$ cat config.mk
export PLATFORM = sky130hd
export DESIGN_NAME = clkgen_bringup_seq
export DESIGN_NICKNAME = d
export VERILOG_FILES = /design/src/rtl/bringup_pkg.sv /design/src/rtl/bringup_step_rom.sv /design/src/rtl/bringup_timer.sv /design/src/rtl/bringup_poll_guard.sv /design/src/rtl/clkgen_bringup_seq.sv
export SDC_FILE = /design/constraint.sdc
export NUM_CORES = 1
export LEC_CHECK = 0
export BUFFER_PORTS_ARGS = -buffer_cell sky130_fd_sc_hd__clkbuf_2
export CORE_MARGIN = 2
export CORE_UTILIZATION = 45
export DETAILED_ROUTE_END_ITERATION = 7
export GPL_ROUTABILITY_DRIVEN = 0
export HOLD_SLACK_MARGIN = 0.06
export MAX_ROUTING_LAYER = met4
export PLACE_DENSITY = 0.7
export SETUP_SLACK_MARGIN = 0.4
export SLEW_MARGIN = 30
export SYNTH_ARGS = -nofsm -noshare
export SYNTH_HDL_FRONTEND = slang
export SYNTH_HIERARCHICAL = 1
export SYNTH_SLANG_ARGS = --single-unit
$ cat constraint.sdc
create_clock -name clk -period 3.2 [get_ports clk]
set_clock_uncertainty 0.05 [all_clocks]
set_input_delay 0.16 -clock clk [delete_from_list [all_inputs] [get_ports clk]]
set_output_delay 0.16 -clock clk [all_outputs]
set_load 0.01 [all_outputs]
$ cat src/rtl/bringup_pkg.sv
package bringup_pkg;

  localparam int ADDR_W = 8;
  localparam int DATA_W = 32;
  localparam int STEP_W = 5;
  localparam int STEP_LAST = 27;

  localparam logic [ADDR_W-1:0] A_CTL     = 8'h10;
  localparam logic [ADDR_W-1:0] A_MULT    = 8'h11;
  localparam logic [ADDR_W-1:0] A_POSTDIV = 8'h12;
  localparam logic [ADDR_W-1:0] A_STAT    = 8'h13;
  localparam logic [ADDR_W-1:0] A_CMD     = 8'h14;
  localparam logic [ADDR_W-1:0] A_DIVBASE = 8'h20;
  localparam logic [ADDR_W-1:0] A_CFG     = 8'h40;

  localparam int B_EN      = 0;
  localparam int B_PWRDN   = 1;
  localparam int B_RSTREL  = 3;
  localparam int B_OUTDIS  = 4;
  localparam int B_ENSRC   = 5;
  localparam int B_CLKMODE = 8;
  localparam int B_EXTSRC  = 9;
  localparam int B_LOCK    = 4;
  localparam int B_GO      = 0;
  localparam int B_RATIOEN = 15;

  typedef enum logic [2:0] {OP_READ, OP_RMW, OP_WRITE, OP_WAIT, OP_POLL} op_kind_e;
  typedef enum logic [1:0] {W_MUX, W_STAB, W_RST, W_LOCK} wait_sel_e;

  typedef struct packed {
    op_kind_e          kind;
    logic [ADDR_W-1:0] addr;
    logic [DATA_W-1:0] data;
    logic [DATA_W-1:0] clr;
    wait_sel_e         wsel;
  } step_t;

  function automatic logic [DATA_W-1:0] bitmask(input int pos);
    return DATA_W'(1) << pos;
  endfunction

  function automatic logic [DATA_W-1:0] ratio_word(input logic [14:0] r);
    logic [DATA_W-1:0] w;
    w = DATA_W'(r);
    w[B_RATIOEN] = 1'b1;
    return w;
  endfunction

  function automatic logic [14:0] div4_ratio(input logic [14:0] d1);
    return ((d1 + 15'd1) << 2) - 15'd1;
  endfunction

  function automatic logic [DATA_W-1:0] rmw(input logic [DATA_W-1:0] img,
                                             input logic [DATA_W-1:0] clr,
                                             input logic [DATA_W-1:0] set);
    return (img & ~clr) | set;
  endfunction

endpackage

$ cat src/rtl/bringup_step_rom.sv
module bringup_step_rom
  import bringup_pkg::*;
#(
  parameter int RATIO_W = 5,
  parameter int MULT_W  = 5
) (
  input  logic [STEP_W-1:0]  step,
  input  logic               clk_mode,
  input  logic [MULT_W-1:0]  mult,
  input  logic [RATIO_W-1:0] post_div,
  input  logic [RATIO_W-1:0] div1,
  input  logic [RATIO_W-1:0] div2,
  input  logic [RATIO_W-1:0] div3,
  input  logic [RATIO_W-1:0] div7,
  output step_t              op
);

  logic [14:0] d1_x;
  assign d1_x = 15'(div1);

  function automatic step_t mk(input op_kind_e k, input logic [ADDR_W-1:0] a,
                               input logic [DATA_W-1:0] d, input logic [DATA_W-1:0] c,
                               input wait_sel_e w);
    step_t s;
    s.kind = k; s.addr = a; s.data = d; s.clr = c; s.wsel = w;
    return s;
  endfunction

  always_comb begin
    unique case (step)
      5'd0:  op = mk(OP_READ,  A_CFG, '0, '0, W_MUX);
      5'd1:  op = mk(OP_RMW,   A_CFG, '0, bitmask(B_LOCK), W_MUX);
      5'd2:  op = mk(OP_READ,  A_CTL, '0, '0, W_MUX);
      5'd3:  op = mk(OP_RMW,   A_CTL, '0, bitmask(B_ENSRC), W_MUX);
      5'd4:  op = mk(OP_RMW,   A_CTL, '0, bitmask(B_EXTSRC), W_MUX);
      5'd5:  op = mk(OP_RMW,   A_CTL, '0, bitmask(B_EN), W_MUX);
      5'd6:  op = mk(OP_WAIT,  A_CTL, '0, '0, W_MUX);
      5'd7:  op = mk(OP_RMW,   A_CTL, DATA_W'(clk_mode) << B_CLKMODE,
                     bitmask(B_CLKMODE), W_MUX);
      5'd8:  op = mk(OP_RMW,   A_CTL, '0, bitmask(B_RSTREL), W_MUX);
      5'd9:  op = mk(OP_RMW,   A_CTL, bitmask(B_OUTDIS), '0, W_MUX);
      5'd10: op = mk(OP_RMW,   A_CTL, '0, bitmask(B_PWRDN), W_MUX);
      5'd11: op = mk(OP_RMW,   A_CTL, '0, bitmask(B_OUTDIS), W_MUX);
      5'd12: op = mk(OP_WAIT,  A_CTL, '0, '0, W_STAB);
      5'd13: op = mk(OP_WRITE, A_MULT, DATA_W'(mult), '0, W_MUX);
      5'd14: op = mk(OP_WRITE, A_POSTDIV, ratio_word(15'(post_div)), '0, W_MUX);
      5'd15: op = mk(OP_POLL,  A_STAT, '0, '0, W_MUX);
      5'd16: op = mk(OP_WRITE, A_DIVBASE + 8'd1, ratio_word(d1_x), '0, W_MUX);
      5'd17: op = mk(OP_WRITE, A_DIVBASE + 8'd2, ratio_word(15'(div2)), '0, W_MUX);
      5'd18: op = mk(OP_WRITE, A_DIVBASE + 8'd4, ratio_word(div4_ratio(d1_x)), '0, W_MUX);
      5'd19: op = mk(OP_WRITE, A_DIVBASE + 8'd6, ratio_word(d1_x), '0, W_MUX);
      5'd20: op = mk(OP_WRITE, A_DIVBASE + 8'd3, ratio_word(15'(div3)), '0, W_MUX);
      5'd21: op = mk(OP_WRITE, A_DIVBASE + 8'd7, ratio_word(15'(div7)), '0, W_MUX);
      5'd22: op = mk(OP_WRITE, A_CMD, DATA_W'(1), '0, W_MUX);
      5'd23: op = mk(OP_POLL,  A_STAT, '0, '0, W_MUX);
      5'd24: op = mk(OP_WAIT,  A_CTL, '0, '0, W_RST);
      5'd25: op = mk(OP_RMW,   A_CTL, bitmask(B_RSTREL), '0, W_MUX);
      5'd26: op = mk(OP_WAIT,  A_CTL, '0, '0, W_LOCK);
      5'd27: op = mk(OP_RMW,   A_CTL, bitmask(B_EN), '0, W_MUX);
      default: op = mk(OP_WAIT, A_CTL, '0, '0, W_MUX);
    endcase
  end

endmodule

$ cat src/rtl/bringup_timer.sv
module bringup_timer
  import bringup_pkg::*;
#(
  parameter int MUX_WAIT  = 4,
  parameter int STAB_WAIT = 64,
  parameter int RST_WAIT  = 32,
  parameter int LOCK_WAIT = 200
) (
  input  logic      clk,
  input  logic      rst_n,
  input  logic      active,
  input  wait_sel_e wsel,
  output logic      expired
);

  localparam int MAX_A = (MUX_WAIT > STAB_WAIT) ? MUX_WAIT : STAB_WAIT;
  localparam int MAX_B = (RST_WAIT > LOCK_WAIT) ? RST_WAIT : LOCK_WAIT;
  localparam int MAXW  = (MAX_A > MAX_B) ? MAX_A : MAX_B;
  localparam int CW    = $clog2(MAXW + 1);

  logic [CW-1:0] cnt_q;
  logic [CW-1:0] tgt;

  always_comb begin
    unique case (wsel)
      W_MUX:   tgt = CW'(MUX_WAIT);
      W_STAB:  tgt = CW'(STAB_WAIT);
      W_RST:   tgt = CW'(RST_WAIT);
      default: tgt = CW'(LOCK_WAIT);
    endcase
  end

  assign expired = active && (cnt_q == tgt - CW'(1));

  always_ff @(posedge clk or negedge rst_n) begin
    if (!rst_n)                 cnt_q <= '0;
    else if (!active || expired) cnt_q <= '0;
    else                        cnt_q <= cnt_q + CW'(1);
  end

  // the pause counter never passes its selected length
  p_wait_bound_r4: assert property (@(posedge clk) disable iff (!rst_n)
    active |-> cnt_q < tgt);

endmodule

$ cat src/rtl/bringup_poll_guard.sv
module bringup_poll_guard #(
  parameter int POLL_LIMIT = 16
) (
  input  logic clk,
  input  logic rst_n,
  input  logic active,
  input  logic seen_busy,
  output logic timeout
);

  localparam int CW = $clog2(POLL_LIMIT + 1);

  logic [CW-1:0] cnt_q;

  assign timeout = seen_busy && (cnt_q == CW'(POLL_LIMIT - 1));

  always_ff @(posedge clk or negedge rst_n) begin
    if (!rst_n)          cnt_q <= '0;
    else if (!active)    cnt_q <= '0;
    else if (seen_busy)  cnt_q <= cnt_q + CW'(1);
  end

  // busy readings in one poll step stay below the limit while polling
  p_poll_cap_r10: assert property (@(posedge clk) disable iff (!rst_n)
    active |-> cnt_q < CW'(POLL_LIMIT));

endmodule

$ cat src/rtl/clkgen_bringup_seq.sv
module clkgen_bringup_seq
  import bringup_pkg::*;
#(
  parameter int RATIO_W    = 5,
  parameter int MULT_W     = 5,
  parameter int MUX_WAIT   = 4,
  parameter int STAB_WAIT  = 64,
  parameter int RST_WAIT   = 32,
  parameter int LOCK_WAIT  = 200,
  parameter int POLL_LIMIT = 16
) (
  input  logic               clk,
  input  logic               rst_n,
  input  logic               start,
  input  logic               clk_mode,
  input  logic [MULT_W-1:0]  mult,
  input  logic [RATIO_W-1:0] post_div,
  input  logic [RATIO_W-1:0] div1,
  input  logic [RATIO_W-1:0] div2,
  input  logic [RATIO_W-1:0] div3,
  input  logic [RATIO_W-1:0] div7,
  output logic               busy,
  output logic               done,
  output logic               error,
  output logic               bus_req,
  output logic               bus_we,
  output logic [7:0]         bus_addr,
  output logic [31:0]        bus_wdata,
  input  logic               bus_ack,
  input  logic [31:0]        bus_rdata
);

  logic               busy_q, done_q, err_q;
  logic [STEP_W-1:0]  step_q;
  logic [DATA_W-1:0]  shadow_q;
  logic               mode_q;
  logic [MULT_W-1:0]  mult_q;
  logic [RATIO_W-1:0] post_q, d1_q, d2_q, d3_q, d7_q;
  step_t              op;

  // named internal events
  logic xfer, poll_clear, wait_expired, poll_timeout, advance, last_step;

  bringup_step_rom #(.RATIO_W(RATIO_W), .MULT_W(MULT_W)) u_rom (
    .step(step_q), .clk_mode(mode_q), .mult(mult_q), .post_div(post_q),
    .div1(d1_q), .div2(d2_q), .div3(d3_q), .div7(d7_q), .op(op)
  );

  bringup_timer #(.MUX_WAIT(MUX_WAIT), .STAB_WAIT(STAB_WAIT),
                  .RST_WAIT(RST_WAIT), .LOCK_WAIT(LOCK_WAIT)) u_timer (
    .clk(clk), .rst_n(rst_n), .active(busy_q && op.kind == OP_WAIT),
    .wsel(op.wsel), .expired(wait_expired)
  );

  bringup_poll_guard #(.POLL_LIMIT(POLL_LIMIT)) u_guard (
    .clk(clk), .rst_n(rst_n), .active(busy_q && op.kind == OP_POLL),
    .seen_busy(xfer && op.kind == OP_POLL && bus_rdata[B_GO]),
    .timeout(poll_timeout)
  );

  assign bus_req   = busy_q && (op.kind != OP_WAIT);
  assign bus_we    = (op.kind == OP_RMW) || (op.kind == OP_WRITE);
  assign bus_addr  = op.addr;
  assign bus_wdata = (op.kind == OP_RMW)   ? rmw(shadow_q, op.clr, op.data) :
                     (op.kind == OP_WRITE) ? op.data : '0;

  assign xfer       = bus_req && bus_ack;
  assign poll_clear = xfer && (op.kind == OP_POLL) && !bus_rdata[B_GO];
  assign advance    = (xfer && op.kind != OP_POLL) || poll_clear || wait_expired;
  assign last_step  = (step_q == STEP_W'(STEP_LAST));

  always_ff @(posedge clk or negedge rst_n) begin
    if (!rst_n) begin
      busy_q   <= 1'b0;
      done_q   <= 1'b0;
      err_q    <= 1'b0;
      step_q   <= '0;
      shadow_q <= '0;
      mode_q   <= 1'b0;
      mult_q   <= '0;
      post_q   <= '0;
      d1_q     <= '0;
      d2_q     <= '0;
      d3_q     <= '0;
      d7_q     <= '0;
    end else begin
      done_q <= 1'b0;
      if (!busy_q) begin
        if (start) begin
          busy_q <= 1'b1;
          err_q  <= 1'b0;
          step_q <= '0;
          mode_q <= clk_mode;
          mult_q <= mult;
          post_q <= post_div;
          d1_q   <= div1;
          d2_q   <= div2;
          d3_q   <= div3;
          d7_q   <= div7;
        end
      end else if (poll_timeout) begin
        busy_q <= 1'b0;
        err_q  <= 1'b1;
      end else begin
        if (xfer && op.kind == OP_READ) shadow_q <= bus_rdata;
        if (xfer && op.kind == OP_RMW)  shadow_q <= bus_wdata;
        if (advance) begin
          if (last_step) begin
            busy_q <= 1'b0;
            done_q <= 1'b1;
          end else begin
            step_q <= step_q + STEP_W'(1);
          end
        end
      end
    end
  end

  assign busy  = busy_q;
  assign done  = done_q;
  assign error = err_q;

  // a pending request keeps its address and data until acknowledged
  p_hold_req_r3: assert property (@(posedge clk) disable iff (!rst_n)
    bus_req && !bus_ack |=> bus_req && $stable(bus_addr) && $stable(bus_we)
                            && $stable(bus_wdata));

  // while running the step index only holds or moves forward by one
  p_step_order_r11: assert property (@(posedge clk) disable iff (!rst_n)
    busy_q |=> !busy_q || step_q == $past(step_q)
               || step_q == $past(step_q) + STEP_W'(1));

  // completion is a single-cycle pulse
  p_done_pulse_r9: assert property (@(posedge clk) disable iff (!rst_n)
    done |=> !done);

  // completion is reported only once idle and without error
  p_done_idle_r9: assert property (@(posedge clk) disable iff (!rst_n)
    done |-> !busy && !error);

  // after a timeout no transfer is requested
  p_err_quiet_r10: assert property (@(posedge clk) disable iff (!rst_n)
    error |-> !bus_req);

endmodule

# --- Yosys cells after proc, flatten, opt, wreduce, memory -nomap -nowiden ---
# Index checks and enable logic that the tools add are counted.
op_classes:
  muxes: 26
  eq_ne: 41
  reduce_logical: 28
  bitwise_logic: 5
  add_sub_neg: 6
op_table:
  columns: ["operator", "count"]
  rows:
  - ["case mux 77 bit (26 select lines)", 1]
  - ["two-way mux 32 bit", 4]
  - ["equality test 5 bit (second input constant)", 12]
  - ["equality test 5 x 4 -> 1 bit (second input constant)", 9]
  - ["two-way mux 5 bit", 7]
  - ["bitwise AND 32 bit", 1]
  - ["NOT 32 bit", 1]
  - ["OR 32 bit", 1]
  - ["case mux 8 bit (3 select lines)", 1]
  - ["equality test 5 x 3 -> 1 bit (second input constant)", 3]
  - ["subtractor 15 x 1 -> 15 bit (second input constant)", 1]
  - ["logical AND 1 bit", 12]
  - ["two-way mux 1 bit", 12]
  - ["adder 5 x 1 -> 5 bit (second input constant)", 2]
  - ["equality test 5 x 2 -> 1 bit (second input constant)", 2]
  - ["adder 8 x 1 -> 8 bit (second input constant)", 1]
  - ["equality test 8 bit", 1]
  - ["two-way mux 8 bit", 1]
  - ["subtractor 8 x 1 -> 8 bit (second input constant)", 1]
  - ["adder 5 x 1 -> 6 bit (second input constant)", 1]
  - ["equality test 3 x 2 -> 1 bit (second input constant)", 2]
  - ["!= test 2 bit (second input constant)", 3]
  - ["equality test 5 x 1 -> 1 bit (second input constant)", 1]
  - ["zero test 5 bit", 1]
  - ["17 further kinds", 25]
totals:
  wordCells: 120
  output_inout_bits: 45
  in_bits: 67
  ff_bits: 84

# --- Logic depth before layout (Yosys ltp) ---
logic_depth:
  depth_word: 13
  mapped_depth: 14
  depth_no_buf: 13

# --- Cells and area by module ---
# The synthesis kept the hierarchy.
modules_own_cells:
  columns: ["module", "area_each_um2", "cells_per_inst", "n_inst"]
  rows:
  - ["clkgen_bringup_seq", 3867.5, 452, 1]
  - ["bringup_step_rom", 1234.9, 185, 1]
  - ["bringup_timer", 488.0, 49, 1]
  - ["bringup_poll_guard", 285.3, 25, 1]

# --- Least setup slack after synthesis ---
# No wires, ideal clock.
synth_timing:
  path_type: "register to register"
  from: "register step_q[4]"
  to: "register step_q[0]"
  path_buffers: 1
  path_slack_ns: -0.152
  synth_period_minus_slack_ns: 3.352
  required_ns: 3.080
  setup_time_ns: 0.070
  arrival_ns: 3.232
  stages_incl_launch_ff: 15
  cell_sequence: "dfrtp_1 -> clkbuf_1 -> inv_1 -> nor3_1 -> a21oi_1 -> nor3b_1 -> inv_1 -> ha_1 -> xor2_1 -> o211ai_2 -> nor4_1 -> inv_1 -> a311oi_1 -> or4b_1 -> nand3b_1"
synth_rtl:
  columns: ["element", "line", "text"]
  rows:
  - ["start, declared", "clkgen_bringup_seq.sv:34", "logic [STEP_W-1:0] step_q;"]
  - ["start signal, assigned", "clkgen_bringup_seq.sv:112", "step_q <= step_q + STEP_W'(1);"]

==> summary.md <==
| Metric | Value |
|---|---|
| ANT nets after route | `0` |
| Chip width | `118 µm` |
| TritonCTS clock tree | `built` |
| Layout cell share with drive strength beyond 1 | `0.313` |
| Post-synth top cells | `nand2_1, dfrtp_1, nor2_1` |
| Top cell type by total area after synthesis | `dfrtp_1` |
| R2r setup slk | `0.30 ns` |
| Hold Slack | `0.0671 ns` |
| Drt pass-1 iters | `5` |
| Seq/Total Area, Yosys | `0.358` |
| Clock transition at path regs | `0.06 ns` |
| Crit path largest cell delay | `0.49 ns` |
| #FFs+latches synth | `84` |
| Most common cell in the netlist | `nand2_1` |
| RSZ-0062 raised after global routing | `true` |
| NetSw | `3.48 mW` |
| DRT iter0 DRCs | `420` |
| CP arrival | `3.12 ns` |
| Largest net degree at the start of global routing | `63` |
| Slew Limit Fails | `0` |
| RR Startpoint | `step_q[4]` |
| VDD IR max | `0.583 mV` |
| Logic pwr share | `0.630` |
| Register area | `2110 µm²` |
| DR DRC count | `0` |
| Initial antenna violation count | `0` |
| Total gr overflow | `0` |
| Clock Tree Buf Depth | `2` |
| TritonCTS Buffers | `9` |
| Io pins | `112` |
| Fillers | `1,000` |
| Most used cell, CP | `inv_2` |
| Power, Total | `8.01 mW` |
| Finish-stage setup viols | `0` |
| Initial core utilization | `0.464` |
| Slowest cell on the critical path | `or4b_4` |
| Sw Share | `0.434` |
| Max-slew headroom | `0.441` |
| WHS Endpoint | `error` |
| Drt wl/cell | `17.5 µm` |
| Ant diodes | `0` |
| Synth unique cells | `69` |
| Synth Cell Area | `5880 µm²` |
| Critical path fanouts, max | `4` |
| Worst slew pin tran | `0.838 ns` |
| Crit path capture type | `register` |
| WL final | `18,600 µm` |
| Int Pwr | `4.54 mW` |
| Clk root buf | `clkbuf_16` |
| CP startpoint kind | `register` |
| Via count | `5,951` |
| Leak | `3.92 nW` |
| Design area | `8180 µm²` |
| Post-placement cell area | `6480 µm²` |
| Die area | `14,000 µm²` |
| Final worst path period share | `0.905` |
| Ranking of synthesized cells by area | `dfrtp_1, nand2_1, buf_4, a211o_1, a32oi_1` |
| Via density | `5.60` |
| Final Hold Viols | `0` |
| Die height | `118 µm` |
| Power Density | `979 nW/µm²` |
| Clock sinks | `84` |
| Max Fclk | `0.345 GHz` |
| Part of the power in registers | `0.218` |
| Layout Utilization | `0.646` |
| Critical path class | `register to register` |
| Port Buffers | `109` |
| Hold Path Depth | `2` |
| Number of global-route vias before repair | `5,616` |
| HPWL Detailed | `10,600 µm` |
| Worst min-delay path class | `primary input to register` |
| Yosys Warn Count | `6` |
| GRT Util Overall | `0.245` |
| Syn Area/Cell | `8.26 µm²` |
| Status | `finished clean` |
| Worst reg2reg path depth | `13` |
| Area grow syn2layout | `39.3%` |
| Post-layout min period | `2.90 ns` |
| Post-synth EDFFs | `0` |
| First-pass GRT wire length | `27,600 µm` |
| Clock network power share | `0.152` |
| Footprint of the multi-input gates | `3570 µm²` |
| Hold Path Origin | `start` |
| Req. time, crit path | `3.42 ns` |
| Ys flop type | `dfrtp_1` |
| Max cap viols | `0` |
| Setup TNS | `0 ns` |
| Asr flop ratio synth | `1.00` |
| Top-area cell type share of the netlist area | `0.358` |
| Post-synthesis cell count | `711` |
| Worst-Skew Late Latency | `0.34 ns` |
| Core area | `12,700 µm²` |
| Cell Chain, Critical Path | `inv_2 > nor3_4 > a21oi_2 > nor3b_2 > buf_4 > inv_2 > ha_4 > a21o_4 > nor4_4 > inv_1 > a311oi_2 > or4b_4 > nand3b_1` |
| Cell Rows | `41` |
| Htree depth | `3` |
| Reg-to-Reg End | `step_q[0]` |
| # nets final | `962` |
-- kinds of logic (layout without fill, tap and decap cells) --
| family | Yosys count | in the layout | share of synthesized area |
|---|---|---|---|
| flip-flops | 84 | 84 | 0.358 |
| AO/OA/AOI/OAI | 131 | 131 | 0.177 |
| buffers and inverters | 144 | 282 | 0.128 |
| adder cells (fa/ha/maj) | 9 | 9 | 0.0192 |
| multiplexers | 7 | 7 | 0.0119 |
| XOR/XNOR | 14 | 14 | 0.0209 |
| AND/OR/NAND/NOR | 321 | 321 | 0.285 |
| other | 1 | 43 | 0.000638 |
-- worst max path at each step --
stage	startpoint	endpoint	slack, ns
global placement	step_q[1]	step_q[0]	0.19
global route	step_q[4]	step_q[0]	0.15
detailed placement	step_q[1]	step_q[0]	0.08
CTS	step_q[4]	step_q[0]	0.40
finish	step_q[4]	step_q[0]	0.30
floorplan	step_q[4]	step_q[0]	0.27
-- layout by cell type (no fill, tap or decap), drive strengths merged, types with 4 or more instances in the layout --
cell | synthesis | routed
a211o | 33 | 33
a21oi | 18 | 18
a22oi | 6 | 6
a31oi | 4 | 4
a32oi | 32 | 32
and2 | 6 | 6
buf | 68 | 78
clkbuf | 30 | 119
conb | 1 | 43
dfrtp | 84 | 84
dlygate4sd3 | 0 | 32
ha | 9 | 9
inv | 46 | 48
mux2i | 7 | 7
nand2 | 111 | 111
nand2b | 13 | 13
nand3 | 10 | 10
nand3b | 8 | 8
nand4 | 5 | 5
nor2 | 59 | 59
nor2b | 6 | 6
nor3 | 43 | 43
nor3b | 35 | 35
nor4 | 5 | 5
o21a | 5 | 5
o21ai | 6 | 6
xnor2 | 7 | 7
xor2 | 7 | 7
-- registers in the layout (all words and copies together) (netlist names) --
register,cells
shadow_q,32
u_timer/cnt_q,8
d1_q,5
d2_q,5
d3_q,5
d7_q,5
mult_q,5
post_q,5
step_q,5
u_guard/cnt_q,5
busy,1
done,1
error,1
mode_q,1
-- power by group through the flow --
| stage | combinational [mW] | clock [mW] | sequential (mW) |
|---|---|---|---|
| global placement | 3.20 | 0 | 1.73 |
| CTS | 3.73 | 1.23 | 1.70 |
| finish | 5.05 | 1.22 | 1.75 |
| floorplan | 2.49 | 0 | 1.62 |
| global route | 5.36 | 1.27 | 1.79 |
| detailed placement | 3.28 | 0 | 1.76 |
-- critical path: cells and delay by family (launching register included) --
kind | cells | cell delay, ns
buf+inv | 4 | 0.40
simple gates | 5 | 1.18
fa+ha+maj | 1 | 0.22
flops | 1 | 0.40
compound gates | 3 | 0.56
-- per-layer routing --
layer	up-vias	global-route usage	wire length (µm)
li1	2740	-	-
met3	39	0.0333	1120
met4	0	0.0572	422
met1	2918	0.327	8070
met5	-	-	0
met2	254	0.398	8990
-- timing repair --
action                                  in CTS  in global routing
cloned                                       1                  9
hold buffers                                32                  0
pin swaps                                    4                 33
endpoints found under the setup margin      71                 71
hold endpoints to repair                    91                  0
resized for setup                           19                 72
setup buffers                               15                 34
-- through the flow --
stage / instances / setup slack (ns)
3_3_place_gp: 956 / 0.194
4_1_cts: 1020 / 0.400
6_report: 1063 / 0.305
5_1_grt: 1063 / 0.149
3_5_place_dp: 956 / 0.0756
2_1_floorplan: 753 / 0.266
-- cell type report --
type                    count  area share
multi-input cells         525       0.436
flip-flops and latches     84       0.258
repair buffers            220       0.216
clock buffers               9      0.0275
well taps                 172      0.0263
inverters                  46      0.0214
clock inverters             7      0.0150
(Power assumes the default switching activity.)
